File: config.mk
export PLATFORM = sky130hd
export DESIGN_NAME = hz_unit
export DESIGN_NICKNAME = d
export VERILOG_FILES = /design/src/rtl/hz_pkg.sv /design/src/rtl/hz_fwd_pick.sv /design/src/rtl/hz_load_use.sv /design/src/rtl/hz_unit.sv
export SDC_FILE = /design/constraint.sdc
export NUM_CORES = 1
export LEC_CHECK = 0
export ABC_CLOCK_PERIOD_IN_PS = 1030
export BUFFER_PORTS_ARGS = -buffer_cell sky130_fd_sc_hd__buf_2
export CAP_MARGIN = 20
export CORE_MARGIN = 2
export CORE_UTILIZATION = 33
export DETAILED_ROUTE_END_ITERATION = 6
export PLACE_DENSITY = 0.93
export SLEW_MARGIN = 20
export SYNTH_ARGS = -nofsm -noshare
export SYNTH_HDL_FRONTEND = slang
export SYNTH_HIERARCHICAL = 1
export SYNTH_SLANG_ARGS = --single-unit
File: constraint.sdc
create_clock -name vclk -period 1.03
set_clock_uncertainty 0.05 [all_clocks]
set_input_delay 0 -clock vclk [all_inputs]
set_output_delay 0 -clock vclk [all_outputs]
set_load 0.01 [all_outputs]
File: src/rtl/hz_pkg.sv
package hz_pkg;
    typedef enum logic [1:0] {
        FWD_RF  = 2'b00,
        FWD_MEM = 2'b01,
        FWD_WB  = 2'b10
    } fwd_e;

    typedef struct packed {
        fwd_e  op_a;
        fwd_e  op_b;
        fwd_e  st;
        logic  freeze;
        logic  bubble;
    } hz_out_t;
endpackage

File: src/rtl/hz_fwd_pick.sv
module hz_fwd_pick
    import hz_pkg::*;
#(
    parameter int AW = 5
) (
    input  logic [AW-1:0] src,
    input  logic          active,
    input  logic [AW-1:0] mem_rd,
    input  logic          mem_ok,
    input  logic [AW-1:0] wb_rd,
    input  logic          wb_ok,
    output fwd_e          sel
);
    logic nonzero;
    logic hit_mem;
    logic hit_wb;

    always_comb begin
        nonzero = (src != '0);
        hit_mem = active && nonzero && mem_ok && (mem_rd == src);
        hit_wb  = active && nonzero && wb_ok  && (wb_rd  == src);
        if (hit_mem)      sel = FWD_MEM;
        else if (hit_wb)  sel = FWD_WB;
        else              sel = FWD_RF;
    end
endmodule

File: src/rtl/hz_load_use.sv
module hz_load_use #(
    parameter int AW = 5
) (
    input  logic [AW-1:0] id_rs1,
    input  logic [AW-1:0] id_rs2,
    input  logic          id_uses_rs2,
    input  logic          id_is_branch,
    input  logic          id_nop,
    input  logic [AW-1:0] ex_rd,
    input  logic          ex_wen,
    input  logic          ex_rdmem,
    input  logic          ex_nop,
    output logic          stall
);
    logic ld_live;
    logic id_live;
    logic dep1;
    logic dep2;

    always_comb begin
        ld_live = ex_rdmem && ex_wen && !ex_nop && (ex_rd != '0);
        id_live = !id_nop && !id_is_branch;
        dep1    = (id_rs1 == ex_rd);
        dep2    = id_uses_rs2 && (id_rs2 == ex_rd);
        stall   = ld_live && id_live && (dep1 || dep2);
    end
endmodule

File: src/rtl/hz_unit.sv
module hz_unit
    import hz_pkg::*;
#(
    parameter int AW = 5
) (
    input  logic [AW-1:0] id_rs1,
    input  logic [AW-1:0] id_rs2,
    input  logic          id_uses_rs2,
    input  logic          id_is_branch,
    input  logic          id_nop,
    input  logic [AW-1:0] ex_rs1,
    input  logic [AW-1:0] ex_rs2,
    input  logic [AW-1:0] ex_rd,
    input  logic          ex_wen,
    input  logic          ex_rdmem,
    input  logic          ex_wrmem,
    input  logic          ex_nop,
    input  logic [AW-1:0] mem_rd,
    input  logic          mem_wen,
    input  logic          mem_rdmem,
    input  logic          mem_nop,
    input  logic [AW-1:0] wb_rd,
    input  logic          wb_wen,
    input  logic          wb_nop,
    output logic [1:0]    fwd_a,
    output logic [1:0]    fwd_b,
    output logic [1:0]    fwd_store,
    output logic          freeze_front,
    output logic          ex_nop_d
);
    localparam int NSRC = 2;

    logic [AW-1:0] src_q   [NSRC];
    fwd_e          sel_d   [NSRC];
    logic          mem_ok;
    logic          wb_ok;
    logic          stall_d;
    hz_out_t       out_d;

    // A load in the memory stage has no data yet, so it never qualifies.
    assign mem_ok   = mem_wen && !mem_nop && !mem_rdmem;
    assign wb_ok    = wb_wen && !wb_nop;
    assign src_q[0] = ex_rs1;
    assign src_q[1] = ex_rs2;

    for (genvar g = 0; g < NSRC; g++) begin : g_src
        hz_fwd_pick #(.AW(AW)) u_pick (
            .src    (src_q[g]),
            .active (!ex_nop),
            .mem_rd (mem_rd),
            .mem_ok (mem_ok),
            .wb_rd  (wb_rd),
            .wb_ok  (wb_ok),
            .sel    (sel_d[g])
        );
    end

    hz_load_use #(.AW(AW)) u_lu (
        .id_rs1       (id_rs1),
        .id_rs2       (id_rs2),
        .id_uses_rs2  (id_uses_rs2),
        .id_is_branch (id_is_branch),
        .id_nop       (id_nop),
        .ex_rd        (ex_rd),
        .ex_wen       (ex_wen),
        .ex_rdmem     (ex_rdmem),
        .ex_nop       (ex_nop),
        .stall        (stall_d)
    );

    always_comb begin
        out_d.op_a   = sel_d[0];
        out_d.op_b   = sel_d[1];
        out_d.st     = (ex_wrmem && !ex_nop) ? sel_d[1] : FWD_RF;
        out_d.freeze = stall_d;
        out_d.bubble = id_nop || stall_d;
    end

    assign fwd_a        = out_d.op_a;
    assign fwd_b        = out_d.op_b;
    assign fwd_store    = out_d.st;
    assign freeze_front = out_d.freeze;
    assign ex_nop_d     = out_d.bubble;
endmodule

Word-level counts from Yosys, hierarchy flattened:

Index checks and enable logic that the tools add are counted.

* output and inout port bits: 8
* bits of input ports: 47
* bits in registers: 0

* reductions and logical operators: 32
* eq/ne operators: 6
* mux-type cells: 5

Operator list (number)
* $eq A5 B5 Y1: 6
* $logic_and A1 B1 Y1: 21
* $reduce_bool A5 Y1: 3
* $mux W2: 5
* $logic_not A1 Y1: 6
* $logic_or A1 B1 Y1: 2

Depth between registers and ports, before layout:

Gate-level depths: netlist of the first run.

* depth in word-level cells: 7
* depth in mapped cells: 5
* mapped depth without buffers: 5

By module:

Netlist of the first run, hierarchy kept.

By module, submodules not included
* hz_fwd_pick: cells each 19, area an instance 152.6 sq um, instances 2
* hz_load_use: cells each 19, area an instance 142.6 sq um, instances 1
* hz_unit: cells each 6, area an instance 41.3 sq um, instances 1

Worst setup path before layout of the first run:

OpenSTA, ideal clock, no wires.

* path kind: input to output
* start: input ex_rs2[1]
* end: output fwd_store[1]
* path slack: -0.267 ns
* data required time: 0.980 ns
* buffers on the path: 0
* arrival time: 1.247 ns
* cell stages on the path: 5
* path through: or4_1 -> o21ai_2 -> nor3_2 -> nor3_2 -> and3b_1

RTL lines
* from (decl): RTL line hz_unit.sv:12 `input logic [AW-1:0] ex_rs2,`
* $reduce_bool A5 Y1: RTL line hz_fwd_pick.sv:19 `nonzero = (src != '0);`
* $logic_and A1 B1 Y1 (2 in a row): RTL line hz_fwd_pick.sv:20 `hit_mem = active && nonzero && mem_ok && (mem_rd == src);`
* $logic_and A1 B1 Y1 (*): RTL line hz_fwd_pick.sv:20
* via g_src[1].u_pick.hit_mem: RTL line hz_fwd_pick.sv:15 `logic hit_mem;`
* $mux W2 (*): RTL line hz_fwd_pick.sv:22 `if (hit_mem) sel = FWD_MEM;`
* via fwd_b[1]: RTL line hz_unit.sv:26 `output logic [1:0] fwd_b,`
* $mux W2 (*): RTL line hz_unit.sv:74 `out_d.st = (ex_wrmem && !ex_nop) ? sel_d[1] : FWD_RF;`
* to (decl): RTL line hz_unit.sv:27 `output logic [1:0] fwd_store,`

Mark *: on every way through the listed nets, which the timed path passes. The rest lies on a longest branch.

Worst setup path in the final report of the first run:

* start: input ex_rs2[1]
* end: output fwd_store[1]

* word-level cells in the longest chain between the ends: 7

Ends and longest elaborated chain
* $reduce_bool A5 Y1: RTL line hz_fwd_pick.sv:19
* $logic_and A1 B1 Y1: RTL line hz_fwd_pick.sv:20, hz_fwd_pick.sv:21
* $logic_and A1 B1 Y1 (2 in a row): RTL line hz_fwd_pick.sv:21 `hit_wb = active && nonzero && wb_ok && (wb_rd == src);`
* $mux W2: RTL line hz_fwd_pick.sv:23 `else if (hit_wb) sel = FWD_WB;`
* $mux W2 (*): RTL line hz_fwd_pick.sv:22
* $mux W2 (*): RTL line hz_unit.sv:74

Every way passes the cells marked *; elsewhere a longest branch is shown, timed or not.

==> results of run 1 <==
power by group through the flow:
| stage | logic, mW | clock network [mW] | registers, mW |
|---|---|---|---|
| 3_3_place_gp | 0.312 | 0 | 0 |
| 2_1_floorplan | 0.126 | 0 | 0 |
| 4_1_cts | 0.360 | 0 | 0 |
| 5_1_grt | 0.422 | 0 | 0 |
| 6_report | 0.393 | 0 | 0 |
| 3_5_place_dp | 0.333 | 0 | 0 |
routing by layer:
| layer | global-route usage | wire, um | vias up |
|---|---|---|---|
| li1 | - | - | 368 |
| met1 | 0.223 | 749 | 354 |
| met2 | 0.480 | 1270 | 41 |
| met3 | 0.0560 | 135 | 10 |
| met4 | 0.113 | 92 | 0 |
| met5 | 0 | 0 | - |
per-stage QoR:
| stage | power (mW) | setup WS (ns) | hold WS [ns] | TNS [ns] |
|---|---|---|---|---|
| 2_1_floorplan | 0.126 | -0.204 | 0.0692 | -0.297 |
| 3_3_place_gp | 0.312 | -0.269 | 0.230 | -0.937 |
| 3_5_place_dp | 0.333 | -0.346 | 0.240 | -1.30 |
| 4_1_cts | 0.360 | -0.336 | 0.240 | -1.25 |
| 5_1_grt | 0.422 | -0.389 | 0.257 | -1.80 |
| 6_report | 0.393 | -0.361 | 0.236 | -1.44 |
area by class of cell:
| type | instances | area (um2) | area share |
|---|---|---|---|
| inverters | 1 | 3.75 | 0.00351 |
| multi-input cells | 60 | 563 | 0.526 |
| well taps | 15 | 18.8 | 0.0175 |
| repair buffers | 76 | 484 | 0.453 |
what timing repair did:
item,4_1_cts,5_1_grt
buffers inserted,2,1
gates resized for setup,12,12
setup endpoints to repair,8,8
pin swaps,5,8
cell usage after synthesis (all sizes together):
cell type	n
xnor2	15
xor2	15
inv	1
and3b	2
nor2b	1
or4	3
nand3	4
or2	1
a21oi	1
nand4	2
nor3b	1
nor4	4
o21ai	3
nand2	3
nor3	5
buf	2
final timing paths:
| check | start | to | slack, ns | cells past startpoint |
|---|---|---|---|---|
| hold / removal | id_nop | ex_nop_d | 0.24 | 3 |
| setup / recovery | ex_rs2[1] | fwd_store[1] | -0.36 | 7 |
worst min-delay path, cell delays in order:
cell   delay [ns]
buf_2        0.08
or2_1        0.08
buf_2        0.12
logic make-up after synthesis:
| logic type | count (synthesis) |
|---|---|
| simple gates | 26 |
| xor+xnor | 30 |
| buf+inv | 3 |
| compound gates | 4 |
==> out/results.md, run 1 <==
| Step | Result | This run |
| --- | --- | --- |
| run status | Run status | complete, but fails checks |
| run status | Violations in the final reports | negative setup slack |
| timing | Slew Viols, Final | 0 |
| setup path | Arrival time worst endpoint | 1.34 ns |
| layout | Layout area overhead | 119% |
| timing | Tightest slew margin relative to the limit | 0.779 |
| power | Switching fraction of total power | 0.438 |
| global routing | Wire length of the first global-routing pass | 3.42 mm |
| power | Fraction of power consumed by sequential logic | 0 |
| placement | Placed wire-length estimate | 1.84 mm |
| power | Leak Pwr | 0.523 nW |
| timing | Post-layout minimum cycle time | 1.39 ns |
| setup path | Ordered cell list for the critical path | buf_6 -> or4_4 -> o21ai_4 -> nor3_4 -> nor3_2 -> and3b_1 -> buf_2 |
| setup path | Slowest cell on the critical path | or4_4 |
| timing | Tightest Pin Transition | 0.328 ns |
| layout | Commonest non-fill, non-tap cells in the layout | buf_2 (48), buf_4 (20), xor2_1 (14), xnor2_1 (12), buf_6 (7) |
| timing | Setup repair after global routing missed its margin | true |
| timing | PnR worst setup slack | -0.361 ns |
| setup path | Kind of capture point of the worst setup path | output pin |
| layout | Post-route cell area | 1070 um2 |
| synth | Xor and xnor area share after synthesis | 0.537 |
| placement | Number of cells after detailed placement | 149 |
| layout | NumNets Final | 186 |
| layout | Number of filler cells placed in the layout | 104 |
| detailed routing | Post-route ant nets | 0 |
| floorplanning | Core Box Area | 1350 um2 |
| setup path | Sort of element at the start of the critical path | input pin |
| floorplanning | Boundary Pins | 55 |
| run | Reported max-cap violation count | 0 |
| placement | Standard cell area after detailed placement | 915 um2 |
| setup path | Category of cells accounting for the largest share of critical-path delay | simple AND/OR/NAND/NOR gates |
| global routing | Largest net degree at the start of global routing | 5 |
| layout | Flip-flop and latch count | 0 |
| synth | Post-synth top area share | 0.269 |
| detailed routing | Routed wirelength normalized by instance count | 14.8 um |
| layout | Most common library cell in the layout ignoring fill and taps | buf_2 |
| timing | Number of setup violations in the final report | 8 |
| global routing | Vias in the first global route | 826 |
| floorplanning | Initial cell density of the core | 0.362 |
| layout | Fraction of layout cells with a size suffix above 1 | 0.701 |
| floorplanning | Site row count | 13 |
| synth | Distinct cell type count after synthesis | 19 |
| synth | Main combinational cell family by area after synthesis | XOR/XNOR gates |
| synth | Area share of fa/ha/maj cells after synthesis | 0 |
| detailed routing | Starting DRC count in detailed routing | 9 |
| power | Ratio of total power to cell area | 368 nW/um2 |
| setup path | Critical path buffer and inverter count | 2 |
| timing | Final hold vios | 0 |
| setup path | Required arrival time at the worst endpoint | 0.98 ns |
| synth | Cell count after synthesis | 63 |
| floorplanning | Die area | 1810 um2 |
| layout | Clock buffers | 0 |
| layout | ANT cells | 0 |
| synth | Compound-gate portion of the synthesized area | 0.0563 |
| global routing | Global-route usage over all layers | 0.241 |
| placement | Final GP Congestion | 0.785 |
| detailed routing | Via/cell ratio | 5.09 |
| synth | Mean post-synth cell area | 7.77 um2 |
| setup path | Maximum fanout along the worst path | 2 |
| synth | Cell types with the largest area share after synthesis | xnor2_1 (27%), xor2_1 (27%), nor3_2 (8.2%) |
| detailed routing | Residual DRC count | 0 |
| power | Logic gate share of total power | 1.000 |
| floorplanning | Height of the chip | 42.5 um |
| floorplanning | DIE WIDTH | 42.5 um |
| synth | Synthesized cell area | 489 um2 |
| global routing | Total overflow reported by the global router | 0 |
| synth | Sequential area share after synthesis | 0 |
| synth | Cell accounting for the most synthesized area | xnor2_1 |
| detailed routing | Via total after detailed routing | 773 |
| synth | Net count after synthesis | 110 |
| detailed routing | Overall routed net length | 2.25 mm |
| synth | Share of cell area taken by muxes after synthesis | 0 |
| clock network | Hold Buf Count CTS | 0 |
| power | Worst vdd rail ir drop | 0.231 mV |
| power | Pint | 0.221 mW |
| power | Clock power frac | 0 |
| synth | Number of synthesis warnings | 6 |
| setup path | Setup Crit Path Kind | in2out |
| layout | Number of standard cells in the layout, taps in and fillers out | 152 |
| timing | Period utilization | 1.35 |
| placement | Number of port buffers | 55 |
| layout | Area taken by flip-flops and latches | 0 um2 |
| global routing | Number of antenna violations at the first check in global routing | 0 |
| power | P_sw | 0.172 mW |
| detailed routing | First-pass iteration count of the detailed router | 4 |
| timing | Maximum clock frequency | 719 MHz |
| layout | Final standard cell utilization of the core | 0.792 |
| setup path | Crit path largest cell delay | 0.54 ns |
| hold path | Hold Path Class | in2out |
| synth | Simple-Gate Fraction of Synth Area | 0.368 |
No activity file was read; power rests on OpenSTA's default activity.
==> run 2, diff against run 1 <==
RECOVER_POWER = 25   (was not set)
SETUP_SLACK_MARGIN = 0.4   (was not set)
==> run 2 against run 1 <==
- the flow still finishes with violations (negative setup slack)
- clock-buffer cell count did not move
- routed wire length fell by 3.6%
- total power fell by 0.74%
==> out/results.md, run 2 (same netlist as run 1, synthesis figures left out) <==
| Step | Result | This run |
| --- | --- | --- |
| global routing | Wire length of the first global-routing pass | 3.16 mm |
| timing | Sum Neg Setup Slack | -1.13 ns |
| global routing | Total overflow reported by the global router | 0 |
| layout | Fraction of layout cells with a size suffix above 1 | 0.674 |
| power | Ratio of total power to cell area | 374 nW/um2 |
| placement | Worst setup timing slack at the placement stage | -0.309 ns |
| timing | PnR worst setup slack | -0.304 ns |
| detailed routing | Starting DRC count in detailed routing | 12 |
| layout | Most common library cell in the layout ignoring fill and taps | buf_2 |
| timing | Setup repair after global routing missed its margin | true |
| floorplanning | Height of the chip | 42.5 um |
| detailed routing | Post-route ant nets | 0 |
| setup path | Sort of element at the start of the critical path | input pin |
| power | Leak Pwr | 0.512 nW |
| floorplanning | Die area | 1810 um2 |
| setup path | Setup Crit Path Kind | in2out |
| floorplanning | Boundary Pins | 55 |
| timing | Maximum clock frequency | 749 MHz |
| floorplanning | DIE WIDTH | 42.5 um |
| run | Reported max-cap violation count | 0 |
| timing | Post-layout minimum cycle time | 1.33 ns |
| detailed routing | Via/cell ratio | 5.03 |
| timing | Final hold vios | 0 |
| layout | Clock buffers | 0 |
| timing | Slew Viols, Final | 0 |
| layout | ANT cells | 0 |
| global routing | Largest net degree at the start of global routing | 5 |
| detailed routing | Residual DRC count | 0 |
| layout | Number of filler cells placed in the layout | 83 |
| detailed routing | First-pass iteration count of the detailed router | 4 |
| global routing | Global-route usage over all layers | 0.223 |
| layout | Area of the multi-input gates | 538 um2 |
| floorplanning | Site row count | 13 |
| power | Sum of internal, switching and leakage power | 0.391 mW |
| setup path | Kind of capture point of the worst setup path | output pin |
| layout | Flip-flop and latch count | 0 |
| layout | Area taken by flip-flops and latches | 0 um2 |
| setup path | Arrival time worst endpoint | 1.28 ns |
| layout | NumNets Final | 187 |
| timing | Period utilization | 1.30 |
| hold path | Min-Delay Path Depth | 3 |
| detailed routing | Overall routed net length | 2.17 mm |
| layout | Commonest non-fill, non-tap cells in the layout | buf_2 (48), buf_4 (22), xnor2_1 (14), xor2_1 (14), buf_6 (7) |
| setup path | Slowest cell on the critical path | or4_4 |
| setup path | Crit path largest cell delay | 0.55 ns |
| hold path | Hold Path Class | in2out |
| layout | Final standard cell utilization of the core | 0.774 |
| floorplanning | Core Box Area | 1350 um2 |
| global routing | Vias in the first global route | 816 |
| run status | Violations in the final reports | negative setup slack |
| timing | Tightest hold margin | 0.235 ns |
| timing | Tightest Pin Transition | 0.292 ns |
| power | Worst vdd rail ir drop | 0.251 mV |
| floorplanning | Initial cell density of the core | 0.362 |
| global routing | Number of antenna violations at the first check in global routing | 0 |
| detailed routing | Routed wirelength normalized by instance count | 14.2 um |
| timing | Number of setup violations in the final report | 7 |
| setup path | Maximum fanout along the worst path | 3 |
| timing | Tightest slew margin relative to the limit | 0.804 |
| setup path | Ordered cell list for the critical path | buf_6 -> or4_4 -> o21ai_4 -> nor3_4 -> nor3_2 -> and3b_1 -> buf_2 |
| placement | Number of port buffers | 55 |
| layout | Layout area overhead | 114% |
| placement | Final GP Congestion | 0.860 |
| run status | Run status | complete, but fails checks |
| placement | Placed wire-length estimate | 1.75 mm |
| detailed routing | Via total after detailed routing | 769 |
| setup path | Required arrival time at the worst endpoint | 0.98 ns |
## run 2: power breakdown
part	switching, mW	internal [mW]	leakage [nW]	total (mW)
Clock	0	0	0	0
Combinational	0.172	0.219	0.512	0.391
Sequential	0	0	0	0
## run 2: final timing paths
path / startpoint / end / slack (ns)
setup / recovery: ex_rs2[1] / fwd_store[1] / -0.30
hold / removal: id_nop / ex_nop_d / 0.23
## run 2: cell type report
class              instances  share of cell area
multi-input cells         60               0.515
well taps                 15              0.0180
inverters                  1             0.00359
repair buffers            77               0.463
## run 2: repair_timing
item,in CTS,in global routing
endpoints found under the setup margin,8,8
buffers inserted,0,1
pin swaps,6,2
hold buffers,0,0
gates resized for setup,10,6
## run 2: metal layers
metal  share of wire  wire length [um]  vias up  GRT usage
met2            0.53              1150       46      0.455
li1                -                 -      372          -
met1            0.37               803      345      0.216
met3           0.072               155        6     0.0216
met4           0.024                53        0      0.100
met5               0                 0        -          0
## run 2: worst max-delay path, delay by kind of cell
kind	cells	cell delay, ns
buffers and inverters	2	0.21
AND/OR/NAND/NOR	4	0.90
AO/OA/AOI/OAI	1	0.17
## run 2: metrics by stage
step,instance area (um2),cells
2_1_floorplan,515,63
3_3_place_gp,952,152
3_5_place_dp,952,152
4_1_cts,1000,152
5_1_grt,1040,153
6_report,1040,153
==> run 3, diff against run 2 <==
ABC_CLOCK_PERIOD_IN_PS = 1600   (was 1030)
CORE_AREA = 2 2 39 41   (was not set)
CORE_MARGIN = not set   (was 2)
CORE_UTILIZATION = not set   (was 33)
DIE_AREA = 0 0 41 43   (was not set)
GPL_TIMING_DRIVEN = 1   (was not set)
PLACE_DENSITY = 0.95   (was 0.93)
clock period = 1.6 ns   (was 1.03 ns; I/O delays follow)
==> run 3 against run 2 <==
- the run now ends clean
- utilization shrank 11 points
- final cell count shrank 8.5%
- die area fell by 2.4%
==> out/results.md, run 3 (same netlist as run 1, synthesis figures left out) <==
| Step | Result | This run |
| --- | --- | --- |
| layout | NumNets Final | 173 |
| placement | Number of port buffers | 55 |
| floorplanning | Die area | 1760 um2 |
| floorplanning | Site row count | 14 |
| global routing | Largest net degree at the start of global routing | 5 |
| global routing | Wire length of the first global-routing pass | 2.68 mm |
| run | Reported max-cap violation count | 0 |
| run status | Run status | finished, final reports clean |
| placement | Final GP Congestion | 0.791 |
| layout | Layout area overhead | 87.7% |
| floorplanning | Height of the chip | 43 um |
| setup path | Required arrival time at the worst endpoint | 1.55 ns |
| layout | Commonest non-fill, non-tap cells in the layout | buf_2 (48), xnor2_1 (15), xor2_1 (15), buf_4 (8), nand3_1 (4) |
| setup path | Setup Crit Path Kind | in2out |
| power | Pint | 0.117 mW |
| floorplanning | Initial cell density of the core | 0.354 |
| timing | Sum Neg Setup Slack | 0 ns |
| layout | Area taken by flip-flops and latches | 0 um2 |
| power | Switching fraction of total power | 0.451 |
| layout | Fraction of layout cells with a size suffix above 1 | 0.597 |
| power | Clock power frac | 0 |
| setup path | Arrival time worst endpoint | 1.36 ns |
| power | Leak Pwr | 0.447 nW |
| power | Worst vdd rail ir drop | 0.149 mV |
| setup path | Maximum fanout along the worst path | 3 |
| detailed routing | Via/cell ratio | 5.08 |
| layout | Flip-flop and latch count | 0 |
| timing | Slew Viols, Final | 0 |
| timing | Post-layout minimum cycle time | 1.41 ns |
| power | Fraction of power consumed by sequential logic | 0 |
| timing | Period utilization | 0.882 |
| timing | Number of setup violations in the final report | 0 |
| global routing | Number of antenna violations at the first check in global routing | 0 |
| detailed routing | Starting DRC count in detailed routing | 3 |
| layout | Clock buffers | 0 |
| detailed routing | Overall routed net length | 1.84 mm |
| power | Logic gate share of total power | 1.000 |
| detailed routing | First-pass iteration count of the detailed router | 4 |
| floorplanning | DIE WIDTH | 41 um |
| timing | Final hold vios | 0 |
| floorplanning | Core Box Area | 1380 um2 |
| global routing | Layer with the highest usage | met2 |
| global routing | Met1 Track Usage GR | 0.231 |
| timing | Maximum clock frequency | 709 MHz |
| setup path | Kind of capture point of the worst setup path | output pin |
| placement | Standard cell area after detailed placement | 769 um2 |
| global routing | Total overflow reported by the global router | 0 |
| floorplanning | Boundary Pins | 55 |
| clock network | Hold Buf Count CTS | 0 |
| timing | Setup repair after global routing missed its margin | true |
| global routing | Vias in the first global route | 674 |
| global routing | Met2 Resource Use GR | 0.388 |
| setup path | Worst Setup SP | ex_rs1[4] |
| detailed routing | Post-route ant nets | 0 |
| timing | Tightest Pin Transition | 0.426 ns |
| detailed routing | Residual DRC count | 0 |
| global routing | Global-route usage over all layers | 0.207 |
| layout | Number of filler cells placed in the layout | 110 |
| detailed routing | Routed wirelength normalized by instance count | 13.1 um |
| layout | Post-route cell area | 918 um2 |
| timing | Tightest slew margin relative to the limit | 0.713 |
| global routing | Met3 layer usage reported by global route | 0.0105 |
| power | Ratio of total power to cell area | 232 nW/um2 |
| layout | Area of the multi-input gates | 512 um2 |
| hold path | Hold Path Class | in2out |
| detailed routing | Via total after detailed routing | 711 |
| layout | Most common library cell in the layout ignoring fill and taps | buf_2 |
| layout | ANT cells | 0 |
| setup path | Sort of element at the start of the critical path | input pin |
| power | P_sw | 0.0961 mW |
| hold path | Startpoint of the lowest-slack hold path | id_nop |
[run 3: cell type report]
type	count	share of cell area
inverters	1	0.00409
repair buffers	63	0.417
multi-input cells	60	0.557
well taps	16	0.0218
[run 3: what timing repair did]
action                     in CTS  in global routing
resized for setup              18                  6
buffers inserted                5                  3
pin swaps                       9                  8
setup endpoints to repair       5                  6
[run 3: worst paths after layout]
| kind | cells after the start | end | slack, ns |
|---|---|---|---|
| max | 6 | fwd_a[1] | 0.19 |
| min | 3 | ex_nop_d | 0.23 |
[run 3: metal layers]
| layer | up-vias | share of wire |
|---|---|---|
| met1 | 320 | 0.37 |
| met4 | 0 | 0.020 |
| met3 | 5 | 0.077 |
| li1 | 342 | - |
| met5 | - | 0 |
| met2 | 44 | 0.53 |
[run 3: power groups by stage]
stage,clock network (mW),logic [mW],registers (mW)
after floorplan,0,0.0791,0
after global placement,0,0.165,0
after detailed placement,0,0.173,0
after CTS,0,0.198,0
after global routing,0,0.232,0
final,0,0.213,0
[run 3: worst max-delay path: stages]
cell	delay, ns
buf_6	0.10
or4_4	0.52
o21ai_0	0.37
nor3_4	0.06
nor3_2	0.15
buf_2	0.15
[run 3: stage by stage]
stage	worst slack, ns	cells	hold slack (ns)	power (mW)	utilization
6_report	0.189	140	0.235	0.213	0.664
5_1_grt	0.128	140	0.263	0.232	0.664
4_1_cts	0.226	137	0.238	0.198	0.634
3_5_place_dp	0.192	132	0.236	0.173	0.556
3_3_place_gp	0.238	132	0.225	0.165	0.556
2_1_floorplan	0.348	63	0.0679	0.0791	-
